### src/rtl/res_fifo_pkg.sv
package res_fifo_pkg;
  typedef struct packed {
    logic ovf_en;
    logic drain_en;
    logic dma_sel;
  } rf_cfg_t;
endpackage

### src/rtl/res_fifo_cfg.sv
module res_fifo_cfg
  import res_fifo_pkg::*;
(
  input  logic    clk,
  input  logic    rst,
  input  logic    wr,
  input  rf_cfg_t wdata,
  output rf_cfg_t cfg
);
  always_ff @(posedge clk) begin
    if (rst) cfg <= '0;
    else if (wr) cfg <= wdata;
  end
endmodule

### src/rtl/res_fifo_store.sv
module res_fifo_store #(
  parameter int DEPTH = 4,
  parameter int DW    = 16,
  localparam int AW   = (DEPTH > 1) ? $clog2(DEPTH) : 1,
  localparam int CW   = $clog2(DEPTH + 1)
) (
  input  logic          clk,
  input  logic          rst,
  input  logic          push_valid,
  input  logic [DW-1:0] push_data,
  input  logic          pop_req,
  output logic [DW-1:0] pop_data,
  output logic [CW-1:0] cnt,
  output logic [CW-1:0] cnt_nxt,
  output logic          drop
);
  logic [DW-1:0] mem [DEPTH];
  logic [AW-1:0] wr_ptr, rd_ptr, wr_inc, rd_inc;
  logic          full, empty, push_ok, pop_ok;

  assign full    = (cnt == CW'(DEPTH));
  assign empty   = (cnt == '0);
  assign push_ok = push_valid & ~full;
  assign pop_ok  = pop_req & ~empty;
  assign drop    = push_valid & full;
  assign cnt_nxt = cnt + {{(CW-1){1'b0}}, push_ok} - {{(CW-1){1'b0}}, pop_ok};

  generate
    if ((1 << AW) == DEPTH) begin : g_pow2
      assign wr_inc = wr_ptr + 1'b1;
      assign rd_inc = rd_ptr + 1'b1;
    end else begin : g_wrap
      assign wr_inc = (wr_ptr == AW'(DEPTH - 1)) ? '0 : wr_ptr + 1'b1;
      assign rd_inc = (rd_ptr == AW'(DEPTH - 1)) ? '0 : rd_ptr + 1'b1;
    end
  endgenerate

  // storage without reset so it can map to RAM
  always_ff @(posedge clk) begin
    if (push_ok) mem[wr_ptr] <= push_data;
  end

  always_ff @(posedge clk) begin
    if (rst) begin
      wr_ptr <= '0;
      rd_ptr <= '0;
      cnt    <= '0;
    end else begin
      if (push_ok) wr_ptr <= wr_inc;
      if (pop_ok)  rd_ptr <= rd_inc;
      cnt <= cnt_nxt;
    end
  end

  assign pop_data = empty ? '0 : mem[rd_ptr];

  assert_count_bound_R2: assert property (@(posedge clk) disable iff (rst)
    cnt <= CW'(DEPTH));
  assert_drop_keeps_R3: assert property (@(posedge clk) disable iff (rst)
    (push_valid && full && !pop_req) |=> (cnt == $past(cnt)));
  assert_empty_pop_R10: assert property (@(posedge clk) disable iff (rst)
    (pop_req && empty && !push_valid) |=> (cnt == '0));
  assert_pair_count_R11: assert property (@(posedge clk) disable iff (rst)
    (push_valid && pop_req && !full && !empty) |=> (cnt == $past(cnt)));
endmodule

### src/rtl/res_fifo_flags.sv
module res_fifo_flags
  import res_fifo_pkg::*;
#(
  parameter int CW = 3
) (
  input  logic          clk,
  input  logic          rst,
  input  logic          drop,
  input  logic [CW-1:0] cnt,
  input  logic [CW-1:0] cnt_nxt,
  input  logic          clr_wr,
  input  logic          clr_ovf,
  input  logic          clr_drain,
  input  rf_cfg_t       cfg,
  output logic          ovf_flag,
  output logic          drain_flag,
  output logic          ovf_irq,
  output logic          drain_irq,
  output logic          drain_dma
);
  logic ovf_kill, drain_kill, fill_nxt;

  assign ovf_kill   = clr_wr & clr_ovf;
  assign drain_kill = clr_wr & clr_drain & ~cfg.dma_sel;
  assign fill_nxt   = (cnt_nxt != '0);

  always_ff @(posedge clk) begin
    if (rst) begin
      ovf_flag   <= 1'b0;
      drain_flag <= 1'b0;
    end else begin
      // set beats clear
      ovf_flag <= drop | (ovf_flag & ~ovf_kill);
      if (cfg.dma_sel) drain_flag <= fill_nxt;
      else             drain_flag <= fill_nxt | (drain_flag & ~drain_kill);
    end
  end

  assign ovf_irq   = ovf_flag & cfg.ovf_en;
  assign drain_irq = drain_flag & cfg.drain_en & ~cfg.dma_sel;
  assign drain_dma = drain_flag & cfg.drain_en & cfg.dma_sel;

  assert_ovf_set_R3: assert property (@(posedge clk) disable iff (rst)
    drop |=> ovf_flag);
  assert_ovf_hold_R5: assert property (@(posedge clk) disable iff (rst)
    (ovf_flag && !(clr_wr && clr_ovf)) |=> ovf_flag);
  assert_nonempty_drain_R6: assert property (@(posedge clk) disable iff (rst)
    (cnt != '0) |-> drain_flag);
  assert_req_excl_R7: assert property (@(posedge clk) disable iff (rst)
    !(drain_irq && drain_dma));
  assert_irq_sticky_R8: assert property (@(posedge clk) disable iff (rst)
    (!cfg.dma_sel && drain_flag && !(clr_wr && clr_drain)) |=> drain_flag);
  assert_dma_tracks_R9: assert property (@(posedge clk) disable iff (rst)
    cfg.dma_sel |=> (drain_flag == (cnt != '0)));
endmodule

### src/rtl/res_fifo_req.sv
module res_fifo_req
  import res_fifo_pkg::*;
#(
  parameter int DEPTH = 4,
  parameter int DW    = 16,
  localparam int CW   = $clog2(DEPTH + 1)
) (
  input  logic          clk,
  input  logic          rst,
  input  logic          res_valid,
  input  logic [DW-1:0] res_data,
  input  logic          pop_strobe,
  output logic [DW-1:0] pop_data,
  output logic [CW-1:0] fill_count,
  input  logic          cfg_wr,
  input  logic          cfg_ovf_en,
  input  logic          cfg_drain_en,
  input  logic          cfg_dma_sel,
  input  logic          clr_wr,
  input  logic          clr_ovf,
  input  logic          clr_drain,
  output logic          ovf_flag,
  output logic          drain_flag,
  output logic          ovf_irq,
  output logic          drain_irq,
  output logic          drain_dma
);
  rf_cfg_t       cfg_q, cfg_w;
  logic [CW-1:0] cnt_nxt;
  logic          drop;

  assign cfg_w = '{ovf_en: cfg_ovf_en, drain_en: cfg_drain_en, dma_sel: cfg_dma_sel};

  res_fifo_cfg u_cfg (
    .clk(clk), .rst(rst), .wr(cfg_wr), .wdata(cfg_w), .cfg(cfg_q)
  );

  res_fifo_store #(.DEPTH(DEPTH), .DW(DW)) u_store (
    .clk(clk), .rst(rst),
    .push_valid(res_valid), .push_data(res_data),
    .pop_req(pop_strobe), .pop_data(pop_data),
    .cnt(fill_count), .cnt_nxt(cnt_nxt), .drop(drop)
  );

  res_fifo_flags #(.CW(CW)) u_flags (
    .clk(clk), .rst(rst), .drop(drop),
    .cnt(fill_count), .cnt_nxt(cnt_nxt),
    .clr_wr(clr_wr), .clr_ovf(clr_ovf), .clr_drain(clr_drain),
    .cfg(cfg_q),
    .ovf_flag(ovf_flag), .drain_flag(drain_flag),
    .ovf_irq(ovf_irq), .drain_irq(drain_irq), .drain_dma(drain_dma)
  );

  assert_ovf_req_R4: assert property (@(posedge clk) disable iff (rst)
    ovf_irq |-> ovf_flag);
endmodule

### config.mk
export PLATFORM = sky130hd
export DESIGN_NAME = res_fifo_req
export DESIGN_NICKNAME = d
export VERILOG_FILES = /design/src/rtl/res_fifo_pkg.sv /design/src/rtl/res_fifo_cfg.sv /design/src/rtl/res_fifo_store.sv /design/src/rtl/res_fifo_flags.sv /design/src/rtl/res_fifo_req.sv
export SDC_FILE = /design/constraint.sdc
export NUM_CORES = 1
export LEC_CHECK = 0
export ABC_AREA = 1
export CAP_MARGIN = 20
export CORE_MARGIN = 10
export CORE_UTILIZATION = 52
export DETAILED_ROUTE_END_ITERATION = 10
export DONT_BUFFER_PORTS = 1
export PLACE_DENSITY = 0.64
export SLEW_MARGIN = 20
export SYNTH_ARGS = -nofsm -noshare
export SYNTH_HDL_FRONTEND = slang
export SYNTH_HIERARCHICAL = 1
export SYNTH_SLANG_ARGS = --single-unit
export TNS_END_PERCENT = 20
### constraint.sdc
create_clock -name clk -period 2.55 [get_ports clk]
set_input_delay 0.51 -clock clk [delete_from_list [all_inputs] [get_ports clk]]
set_output_delay 0.51 -clock clk [all_outputs]
set_load 0.05 [all_outputs]
==> results.md <==
- Status: finished, final reports clean
- Routed vias: 2,269
- Top cell type's share of synthesized area: 52.1%
- Layout Utilization: 62.8%
- Worst-path fanout max: 11
- EDFF count, synth: 64
- Filler Cell Count: 562
- Diode count: 0
- Top post-synthesis cells by area: edfxtp_1, inv_1, nand2_1
- Total placed cells including tap cells: 476
- Max IR drop VDD: 0.000715 V
- Min Tclk post-route: 2.23 ns
- Core Box Area: 6830 sq um
- Max Clock Freq: 449 MHz
- Max Root-Sink Buffers: 2
- RSZ-0062 raised after global routing: false
- Synth Flop Type: edfxtp_1
- Final Power: 5.07 mW
- Die height: 104 um
- CP Capture Type: output port
- Layout Cells excl Fill: 492
- Final setup violation count: 0
- Pin count of the biggest net entering global routing: 33
- WS Path Type: reg -> out
- Global-route wire length before repair: 10.6 mm
- 1st-iter DRT viols: 82
- Startpoint types: flip-flop
- H-tree depth: 3
- Yosys top cell by area: edfxtp_1
- IO Pins: 51
- Fin Hold WS: 0.228 ns
- Worst path arrival time: 1.72 ns
- FF/Latch Area: 2200 sq um
- PD cells: 1180 nW/um^2
- Post-synthesis register bit count: 78
- Initial core utilization: 54.0%
- Count leader, synth: inv_1
- Ys Warns: 6
- Placed cell area: 4100 sq um
- Pins Over Slew Limit: 0
- TritonCTS clock tree: built
- Seq/Total Area, Yosys: 59.7%
- Critical path, cell by cell: buf_4 -> nand3_1 -> a21oi_2 -> buf_12
- Final #Nets: 425
- Final Hold Fails: 0
- Post-route DRC violation count: 0
- Post-CTS Setup Bufs: 0
- Post_cts resized: 0
- IO Port Bufs: 0
- GPL Wtd Cong: 0.744
- Slew @ Worst Pin: 0.546 ns
- Total Routed Length: 6.56 mm
- CP required: 2.04 ns
- Die area: 10,900 sq um
- Share of cells above drive strength 1: 23.7%
- Net Count, Synth: 396
- Cts hold-fix bufs: 0
- Clock latency on the worst-skew pair: 0.34 ns
- Rel. slew slack: 63.6%
- Die Wd: 104 um
- Max stage delay on crit path: 0.66 ns
- Hold Path Class: in -> reg
- Vias in the first global route: 2,287
- Overall Global Routing Usage: 12.3%
- Post-Syn Instances: 362
- Sinks on the clock net: 78
- Avg WL per Cell: 13.3 um
- Tcrit/Tclk final: 87.4%
- P_leak: 1.94 nW
- FP Rows: 30
- Place WS: 0.378 ns
- Setup TNS: 0 ns
- Via density per instance: 4.61
- Area occupied by multi-input gates: 1010 sq um
- GRT overflow: 0
- Root buf cell: clkbuf_8
- Setup WS post-layout: 0.322 ns
- Ys async rst share: 0%
- Initial antenna violation count: 0
- Unique cell type count in the Yosys netlist: 25
- Synth-to-Final Area Change: 16.4%
- DRT Pass-1 Iters: 4
- Hpwl dp: 4.38 mm
- Crit-path slowest cell: dfxtp_1
- Routed Antenna Nets: 0
- CTS Buf Count: 9
- Max-Cap Viols: 0
- Post-Syn Area per Cell: 10.2 sq um
- Finished layout cell area: 4290 sq um
- Clock skew: 0.00651 ns
- Synth cell count leaders: inv_1, nand2_1, edfxtp_1, nand3_1, nor2_1
- Mapped Area: 3690 sq um
- Reg clk slew, reported paths: 0.07 ns
## area by class of cell
class / count / area share [%]
Clock buffer: 12 / 3.38
Clock inverter: 4 / 1.08
Inverter: 94 / 8.57
Multi-Input combinational cell: 179 / 23.4
Sequential cell: 78 / 51.3
Tap cell: 96 / 2.80
Timing Repair Buffer: 29 / 9.44
## cells by family after synthesis
kind of cell	synth area share, %
AO/OA/AOI/OAI	4.75
adder cells (fa/ha/maj)	2.58
buffers and inverters	13.0
flip-flops	59.7
AND/OR/NAND/NOR	20.0
## sequential cells by signal, indices dropped and copies added, names as in the netlist, named ones only
register / flops
u_store/mem: 64
u_cfg/cfg: 3
u_store/cnt: 3
u_store/rd_ptr: 2
u_store/wr_ptr: 2
u_flags/drain_flag: 1
u_flags/ovf_flag: 1
## where the power goes
group	switching (mW)	internal (mW)
Clock	0.410	0.475
Combinational	1.59	0.980
Sequential	0.0787	1.54
Total	2.08	3.00
## worst paths after layout
path                                  start                             to  depth (start not counted)  slack [ns]
hold reg to reg   u_cfg/cfg[2]$_SDFFE_PP0P_      u_cfg/cfg[2]$_SDFFE_PP0P_                          2        0.48
hold / removal                          rst  u_flags/drain_flag$_SDFF_PP0_                          1        0.23
setup reg to reg  u_store/cnt[1]$_SDFF_PP0_  u_flags/drain_flag$_SDFF_PP0_                         12        0.36
setup / recovery                  flip-flop                   pop_data[13]                          4        0.32
## placed cells by master (no fill, tap or decap), drive strengths merged
cell      Yosys  routed
nor2         22      22
edfxtp       64      64
nand2        88      88
dfxtp        14      14
fa            1       1
nor3          2       2
ha            6       6
bufinv        0       1
inv          94      94
clkinv        0       2
clkinvlp      0       1
buf          11      29
nand3b        1       1
clkbuf        0      12
nand3        36      36
a21oi        23      23
## worst max-delay path: cells and delay by family, from the launching register on
kind	cells	cell delay (ns)
buffers and inverters	2	0.42
and+or+nand+nor	1	0.10
AOI/OAI and AO/OA	1	0.20
DFF	1	0.66
## metal layers
layer  vias to the layer above  wire length (um)  GRT usage, %  share of wire, %
met1                      1034              2550          12.7                39
li1                       1175                 -             -                 -
met5                         -                 0             0                 0
met3                         7               599          5.58               9.1
met2                        53              3350          21.2                51
met4                         0                63          4.97              0.96
(Power assumes the default switching activity.)
